File: config.mk
export PLATFORM = sky130hd
export DESIGN_NAME = mm_timer
export DESIGN_NICKNAME = d
export VERILOG_FILES = /design/src/rtl/mm_timer_pkg.sv /design/src/rtl/mm_timer_rst_sync.sv /design/src/rtl/mm_timer_presc.sv /design/src/rtl/mm_timer_core.sv /design/src/rtl/mm_timer_ctl.sv /design/src/rtl/mm_timer.sv
export SDC_FILE = /design/constraint.sdc
export NUM_CORES = 1
export LEC_CHECK = 0
export ABC_CLOCK_PERIOD_IN_PS = 1300
export BUFFER_PORTS_ARGS = -buffer_cell sky130_fd_sc_hd__buf_2
export CAP_MARGIN = 10
export CORE_UTILIZATION = 50
export DETAILED_ROUTE_END_ITERATION = 7
export PLACE_DENSITY = 0.76
export SYNTH_ARGS = -nofsm -noshare
export SYNTH_HDL_FRONTEND = slang
export SYNTH_SLANG_ARGS = --single-unit
File: constraint.sdc
create_clock -name clk -period 1.3 [get_ports clk]
set_clock_uncertainty 0.2 [all_clocks]
set_input_delay 0.065 -clock clk [delete_from_list [all_inputs] [get_ports clk]]
set_output_delay 0.065 -clock clk [all_outputs]
set_load 0.01 [all_outputs]
File: src/rtl/mm_timer_pkg.sv
package mm_timer_pkg;

  typedef enum logic [1:0] {
    MODE_HALT = 2'b00,
    MODE_UP   = 2'b01,
    MODE_FREE = 2'b10,
    MODE_UPDN = 2'b11
  } run_mode_e;

  // Control word, bit 0 at the bottom.
  typedef struct packed {
    logic [1:0] src;   // [8:7]
    logic [1:0] div;   // [6:5]
    run_mode_e  mode;  // [4:3]
    logic       clr;   // [2] acts on write only
    logic       ie;    // [1]
    logic       flag;  // [0]
  } ctl_word_t;

  localparam int CTL_W = $bits(ctl_word_t);
  localparam int SEL_W = 2;
  localparam int DIV_W = 2;

endpackage

File: src/rtl/mm_timer_rst_sync.sv
module mm_timer_rst_sync (
  input  logic clk,
  input  logic rst_n_in,
  output logic rst_n_out
);
  logic [1:0] sync_q;
  logic [1:0] sync_d;

  always_comb sync_d = {sync_q[0], 1'b1};

  always_ff @(posedge clk or negedge rst_n_in) begin
    if (!rst_n_in) sync_q <= '0;
    else           sync_q <= sync_d;
  end

  assign rst_n_out = sync_q[1];
endmodule

File: src/rtl/mm_timer_presc.sv
module mm_timer_presc #(
  parameter int NSRC  = 4,
  parameter int SEL_W = 2,
  parameter int DIV_W = 2
) (
  input  logic             clk,
  input  logic             rst_n,
  input  logic [NSRC-1:0]  src_tick,
  input  logic [SEL_W-1:0] sel,
  input  logic [DIV_W-1:0] div,
  input  logic             clr,
  output logic             adv
);
  localparam int PS_W = (1 << DIV_W) - 1;

  logic            sel_tick;
  logic [PS_W-1:0] ps_q;
  logic [PS_W-1:0] ps_d;
  logic [PS_W-1:0] mask;

  always_comb begin
    sel_tick = 1'b0;
    for (int i = 0; i < NSRC; i++) begin
      if (sel == SEL_W'(i)) sel_tick = src_tick[i];
    end
  end

  // Low d bits of the phase counter all ones marks every 2^d-th tick.
  assign mask = ~({PS_W{1'b1}} << div);
  assign adv  = sel_tick && ((ps_q & mask) == mask);

  always_comb begin
    ps_d = ps_q;
    if (clr)           ps_d = '0;
    else if (sel_tick) ps_d = ps_q + PS_W'(1);
  end

  always_ff @(posedge clk or negedge rst_n) begin
    if (!rst_n) ps_q <= '0;
    else        ps_q <= ps_d;
  end
endmodule

File: src/rtl/mm_timer_core.sv
module mm_timer_core
  import mm_timer_pkg::*;
#(
  parameter int CNT_W = 16
) (
  input  logic             clk,
  input  logic             rst_n,
  input  logic             adv,
  input  logic             clr,
  input  run_mode_e        mode,
  input  logic [CNT_W-1:0] period,
  output logic [CNT_W-1:0] count,
  output logic             equ0,
  output logic             evt
);
  localparam logic [CNT_W-1:0] MAXV = '1;
  localparam logic [CNT_W-1:0] ONE  = CNT_W'(1);

  logic [CNT_W-1:0] cnt_q, cnt_d;
  logic             up_q, up_d;
  logic             equ_q, equ_d;

  always_comb begin
    cnt_d = cnt_q;
    up_d  = up_q;
    evt   = 1'b0;
    if (clr) begin
      cnt_d = '0;
      up_d  = 1'b1;
    end else if (adv) begin
      unique case (mode)
        MODE_UP: begin
          if (cnt_q >= period) begin
            cnt_d = '0;
            evt   = 1'b1;
          end else begin
            cnt_d = cnt_q + ONE;
          end
        end
        MODE_FREE: begin
          if (cnt_q == MAXV) begin
            cnt_d = '0;
            evt   = 1'b1;
          end else begin
            cnt_d = cnt_q + ONE;
          end
        end
        MODE_UPDN: begin
          if (up_q && (cnt_q < period)) begin
            cnt_d = cnt_q + ONE;
          end else if (cnt_q == '0) begin
            up_d = 1'b1;                 // floor reached, climb again
          end else begin
            cnt_d = cnt_q - ONE;
            up_d  = 1'b0;
            if (cnt_q == ONE) begin
              evt  = 1'b1;
              up_d = 1'b1;
            end
          end
        end
        default: ;
      endcase
    end
  end

  assign equ_d = !clr && (cnt_d == period) && (cnt_d != cnt_q);

  always_ff @(posedge clk or negedge rst_n) begin
    if (!rst_n) begin
      cnt_q <= '0;
      up_q  <= 1'b1;
      equ_q <= 1'b0;
    end else begin
      cnt_q <= cnt_d;
      up_q  <= up_d;
      equ_q <= equ_d;
    end
  end

  assign count = cnt_q;
  assign equ0  = equ_q;
endmodule

File: src/rtl/mm_timer_ctl.sv
module mm_timer_ctl
  import mm_timer_pkg::*;
(
  input  logic      clk,
  input  logic      rst_n,
  input  logic      wr_en,
  input  ctl_word_t wr_word,
  input  logic      flag_set,
  output ctl_word_t cur,
  output logic      clr_now
);
  ctl_word_t cur_q, cur_d;

  always_comb begin
    cur_d = cur_q;
    if (wr_en) begin
      cur_d.src  = wr_word.src;
      cur_d.div  = wr_word.div;
      cur_d.mode = wr_word.mode;
      cur_d.ie   = wr_word.ie;
      cur_d.flag = wr_word.flag;
    end
    if (flag_set) cur_d.flag = 1'b1;   // event wins over a clearing write
    cur_d.clr = 1'b0;
  end

  always_ff @(posedge clk or negedge rst_n) begin
    if (!rst_n) cur_q <= '0;
    else        cur_q <= cur_d;
  end

  assign cur     = cur_q;
  assign clr_now = wr_en && wr_word.clr;
endmodule

File: src/rtl/mm_timer.sv
module mm_timer
  import mm_timer_pkg::*;
#(
  parameter int CNT_W = 16,
  parameter int NSRC  = 4
) (
  input  logic             clk,
  input  logic             rst_n,
  input  logic [NSRC-1:0]  src_tick,
  input  logic [CNT_W-1:0] period,
  input  logic             ctl_we,
  input  logic [CTL_W-1:0] ctl_wdata,
  output logic [CTL_W-1:0] ctl_rdata,
  output logic [CNT_W-1:0] count,
  output logic             equ0,
  output logic             irq
);
  logic      rst_sync_n;
  ctl_word_t cur;
  logic      clr_now;
  logic      adv;
  logic      evt;

  mm_timer_rst_sync u_rst (
    .clk       (clk),
    .rst_n_in  (rst_n),
    .rst_n_out (rst_sync_n)
  );

  mm_timer_ctl u_ctl (
    .clk      (clk),
    .rst_n    (rst_sync_n),
    .wr_en    (ctl_we),
    .wr_word  (ctl_word_t'(ctl_wdata)),
    .flag_set (evt),
    .cur      (cur),
    .clr_now  (clr_now)
  );

  mm_timer_presc #(.NSRC(NSRC), .SEL_W(SEL_W), .DIV_W(DIV_W)) u_presc (
    .clk      (clk),
    .rst_n    (rst_sync_n),
    .src_tick (src_tick),
    .sel      (cur.src),
    .div      (cur.div),
    .clr      (clr_now),
    .adv      (adv)
  );

  mm_timer_core #(.CNT_W(CNT_W)) u_core (
    .clk    (clk),
    .rst_n  (rst_sync_n),
    .adv    (adv),
    .clr    (clr_now),
    .mode   (cur.mode),
    .period (period),
    .count  (count),
    .equ0   (equ0),
    .evt    (evt)
  );

  assign ctl_rdata = cur;
  assign irq       = cur.flag && cur.ie;
endmodule

==> impl_metrics.json, run 1 <==
{
  "synth_edf_count": 0,
  "status": "aborted with a tool error",
  "numCtsBuffers": 5,
  "ys_async_sr_fraction": 1.000,
  "synth-main-ff-cell": "dfrtp_1",
  "dieWidth_um": 85.98,
  "cts_buffer_depth": 2,
  "start_util": 0.5190,
  "ys_warn_count": 0,
  "syn_nets": 487,
  "overflow": 201,
  "synth.avg_cell_area_um2": 8.124,
  "grt_usage": 0.8392,
  "place.gp.congestion": 1.084,
  "num_rows": 30,
  "ys_ff_latch": 31,
  "die_h_um": 85.98,
  "placed_cell_area_um2": 5275,
  "synth-seq-area-share": 0.2204,
  "ys_types": 78,
  "dp_hpwl_um": 12980,
  "error_line": "[ERROR GRT-0232] Routing congestion too high. Check the congestion heatmap in the GUI.",
  "synthesis.instances": 434,
  "ios": 59,
  "synth_area_um2": 3526,
  "root_buffer": "clkbuf_8",
  "stop_stage": "global routing",
  "cts.htree.levels": 2,
  "grt_max_degree": 29,
  "clock_sinks": 31,
  "portBuffers": 57
}
-- metrics by stage --
step / setup WS [ps] / cells
CTS: -2420 / 780
detailed placement: -2672 / 742
global placement: -2619 / 742
floorplan: -2173 / 434
-- metal layers --
layer  overflow  global-route usage
met1          7              0.8151
met2         99               1.025
met3          2              0.6169
met4         93              0.9955
met5          0              0.2168
-- cells by family after synthesis --
family,count (synthesis),synth area share
fa+ha+maj,21,0.07452
xor+xnor,11,0.02732
mux,15,0.04897
other cells,2,0.002130
flops,31,0.2204
buf+inv,55,0.09510
simple gates,167,0.2473
compound gates,132,0.2843
-- synth_stat cells, types with 4 or more instances --
cell type	n	area, um^2
mux2i_1	6	60.06
a21boi_0	4	30.03
o21ai_0	22	110.1
inv_1	26	97.59
xnor2_1	6	52.55
dfrtp_1	30	750.7
nor3_1	17	85.08
o221ai_1	5	43.79
nand3_1	11	55.05
and2_1	5	31.28
o22ai_1	4	25.02
xor2_1	5	43.79
clkbuf_8	6	82.58
nand4_1	13	81.33
mux2_2	8	90.09
buf_6	8	90.09
a221oi_1	4	35.03
a22oi_1	5	37.54
nor4_1	8	50.05
o211ai_1	5	37.54
nor2_1	45	168.9
a21oi_1	23	115.1
clkbuf_1	12	45.04
nor2b_1	6	37.54
ha_1	21	262.8
a211oi_1	9	67.56
nand2_1	31	116.4
and3_1	4	25.02
o21a_1	4	30.03
-- repair_timing --
action	CTS
resized for setup	130
buffers inserted	21
endpoints found under the hold margin	12
endpoints found under the setup margin	32
pin swaps	45
hold buffers	11
==> run 2, diff against run 1 <==
CORE_UTILIZATION = 35   (was 50)
PLACE_DENSITY = unset   (was 0.76)
PLACE_DENSITY_LB_ADDON = 0.15   (was unset)
==> run 2 against run 1 <==
  * The flow now finishes, with violations (negative setup slack)
  * Synthesized area unchanged
  * Synthesized cell count unchanged
==> impl_metrics.json, run 2 <==
{
  "r2r_end": "u_core.equ0",
  "grt_pass1_wl_um": 24210,
  "drive_above_1_share": 0.5444,
  "clk_pin_slew_ps": 80,
  "seqCellArea_um2": 783.3,
  "viasPerCell": 5.692,
  "nFillCells": 813,
  "num_antenna_cells": 0,
  "synth-seq-area-share": 0.2204,
  "drt_pass1_iterations": 5,
  "rsz0062_at_grt": "true",
  "wl_um": 16260,
  "relSlewSlack": 0.5922,
  "drt-initial-drc-count": 346,
  "synth_common_cells": "45 x nor2_1, 31 x nand2_1, 30 x dfrtp_1",
  "cts_buffer_depth": 2,
  "synth_top_area_share": 0.2129,
  "wl_per_cell_um": 20.10,
  "portBuffers": 57,
  "antenna_left": 0,
  "p_per_area_nw_per_um2": 1103,
  "ys_async_sr_fraction": 1.000,
  "dieWidth_um": 102.4,
  "final_cells": 809,
  "synth.avg_cell_area_um2": 8.124,
  "numCtsBuffers": 5,
  "ys_warn_count": 0,
  "finalCritPeriodShare": 3.008,
  "p_leak_nw": 2.814,
  "multi_input_area_um2": 2975,
  "r2r_setup_slack_ps": -2610,
  "cp-end-kind": "flop",
  "worst_slack_ps": -2610,
  "r2r_start": "u_core.count[11]",
  "fin_area_um2": 6329,
  "status": "finished with violations",
  "crit_type": "flop to flop",
  "reg2reg_depth": 15,
  "dp_cells": 765,
  "worstPathRequired_ps": 1290,
  "grt_max_degree": 30,
  "power_mw": 6.980,
  "syn_nets": 487,
  "die_h_um": 102.4,
  "synth_edf_count": 0,
  "synth-main-ff-cell": "dfrtp_1",
  "finalSetupViolCount": 30,
  "slowest_delay_ps": 560,
  "routed-via-count": 4605,
  "start_kind": "flop",
  "finalHoldViolCount": 0,
  "violations": "negative setup slack",
  "hold_path.class": "primary input to flop",
  "cts_tree": "built",
  "place.gp.congestion": 0.9485,
  "num_rows": 36,
  "maxCapViolCount": 0,
  "dieArea_um2": 10480,
  "root_buffer": "clkbuf_8",
  "crit_slowest_cell": "or4_4",
  "slew_viol_final": 0,
  "synth_largest_area_cell": "dfrtp_1",
  "worstSkewPairLatency_ps": 300,
  "first_global_vias": 4481,
  "yosysMostFrequentCell": "nor2_1",
  "route.detailed.drc": 0,
  "largest_register_ff_count": 16,
  "core_um2": 9774,
  "start_util": 0.3607,
  "crit_fanout": 8,
  "grt_antenna_before_repair": 0,
  "cpMostUsedCell": "buf_6",
  "hold_depth": 5,
  "synth_area_um2": 3526,
  "grt_usage": 0.3135,
  "hold_end": "u_core.equ0",
  "finalNetCount": 728,
  "tightest_slew_ps": 604.0,
  "synthTopCellsByArea": "dfrtp_1 21%, ha_1 7.5%, nor2_1 4.8%, nand2_1 3.3%, a21oi_1 3.3%",
  "ios": 59,
  "ys_ff_latch": 31,
  "area_delta_synth_final_pct": 79.49,
  "ys_types": 78,
  "placed_cell_area_um2": 5204,
  "final_common_cell": "buf_4",
  "final.setup.tns_ps": -35410,
  "synthesis.instances": 434,
  "overflow": 0,
  "cts.htree.levels": 2,
  "fmaxAchievable_mhz": 255.8,
  "layout_common_cells": "146 x buf_4, 53 x buf_6, 44 x buf_2, 38 x nor2_1, 25 x dfrtp_1",
  "clock_sinks": 31,
  "max-vdd-ir-drop_v": 0.0009982,
  "crit_arrival_ps": 3900,
  "dp_hpwl_um": 12040,
  "hp-start": "period[11]",
  "period_minus_slack_ps": 3910,
  "worstPathCellList": "ha_4 > nand4_1 > or4_4 > o21a_1 > buf_6 > a41oi_2 > buf_6 > buf_6 > o32ai_4 > a32oi_2 > buf_4 > xnor2_1 > a211oi_2 > nand4_1 > a2111oi_2"
}
run 2: cell counts after synthesis:
Identical to the previous run, type by type.
run 2: how the worst max path moves through the flow:
| stage | start | end | depth (start not counted) |
|---|---|---|---|
| 3_3_place_gp | u_core.count[10] | u_core.equ0 | 15 |
| 6_report | u_core.count[11] | u_core.equ0 | 15 |
| 2_1_floorplan | u_core.count[10] | u_core.equ0 | 11 |
| 3_5_place_dp | u_core.count[10] | u_core.equ0 | 15 |
| 4_1_cts | u_core.count[11] | u_core.equ0 | 15 |
| 5_1_grt | u_core.count[9] | u_core.equ0 | 13 |
run 2: through the flow:
stage | worst slack, ps | utilization | hold WS [ps]
after floorplan | -2173 | - | -430.6
after global placement | -2720 | 0.5324 | -350.1
after detailed placement | -2717 | 0.5324 | -347.5
after CTS | -2537 | 0.6087 | 0.5072
after global routing | -2723 | 0.6475 | 38.54
final | -2610 | 0.6475 | 22.08
run 2: layer usage:
metal,share of wire,track usage
met1,0.42,0.4296
met2,0.47,0.4946
met3,0.081,0.03899
met4,0.030,0.1352
met5,0,0
run 2: logic make-up (layout without fill, tap and decap cells):
kind of cell / count (synthesis) / after routing / synth area share
AOI/OAI and AO/OA: 132 / 132 / 0.2843
xor gates and xnor gates: 11 / 11 / 0.02732
adders and majority gates: 21 / 21 / 0.07452
buffers and inverters: 55 / 297 / 0.09510
DFF: 31 / 31 / 0.2204
muxes: 15 / 15 / 0.04897
other: 2 / 2 / 0.002130
and+or+nand+nor: 167 / 167 / 0.2473
run 2: worst max-delay path, delay by kind of cell (launching register included):
kind	cells	cell delay, ps
AOI/OAI and AO/OA	6	1290
buffers and inverters	4	600
adders and majority gates	1	290
DFF	1	410
and+or+nand+nor	3	930
xor gates and xnor gates	1	80
run 2: layout make-up:
type                    count  area share
multi-input cells         348      0.4701
repair buffers            263      0.3466
flip-flops and latches     31      0.1238
well taps                 133     0.02630
inverters                  26     0.01542
clock buffers               5     0.01087
clock inverters             3    0.006920
run 2: timing repair:
item	4_1_cts	5_1_grt
buffers inserted	11	25
hold buffers	10	0
endpoints found under the hold margin	10	0
gates resized for setup	97	57
pin swaps	22	19
setup endpoints to repair	33	38
run 2: power breakdown:
group          internal, mW  switching [mW]  total, mW
registers              1.09          0.0980       1.19
logic                  2.29            2.51       4.80
clock network         0.571           0.422      0.993
total                  3.95            3.03       6.98
No activity file was read; power rests on OpenSTA's default activity.
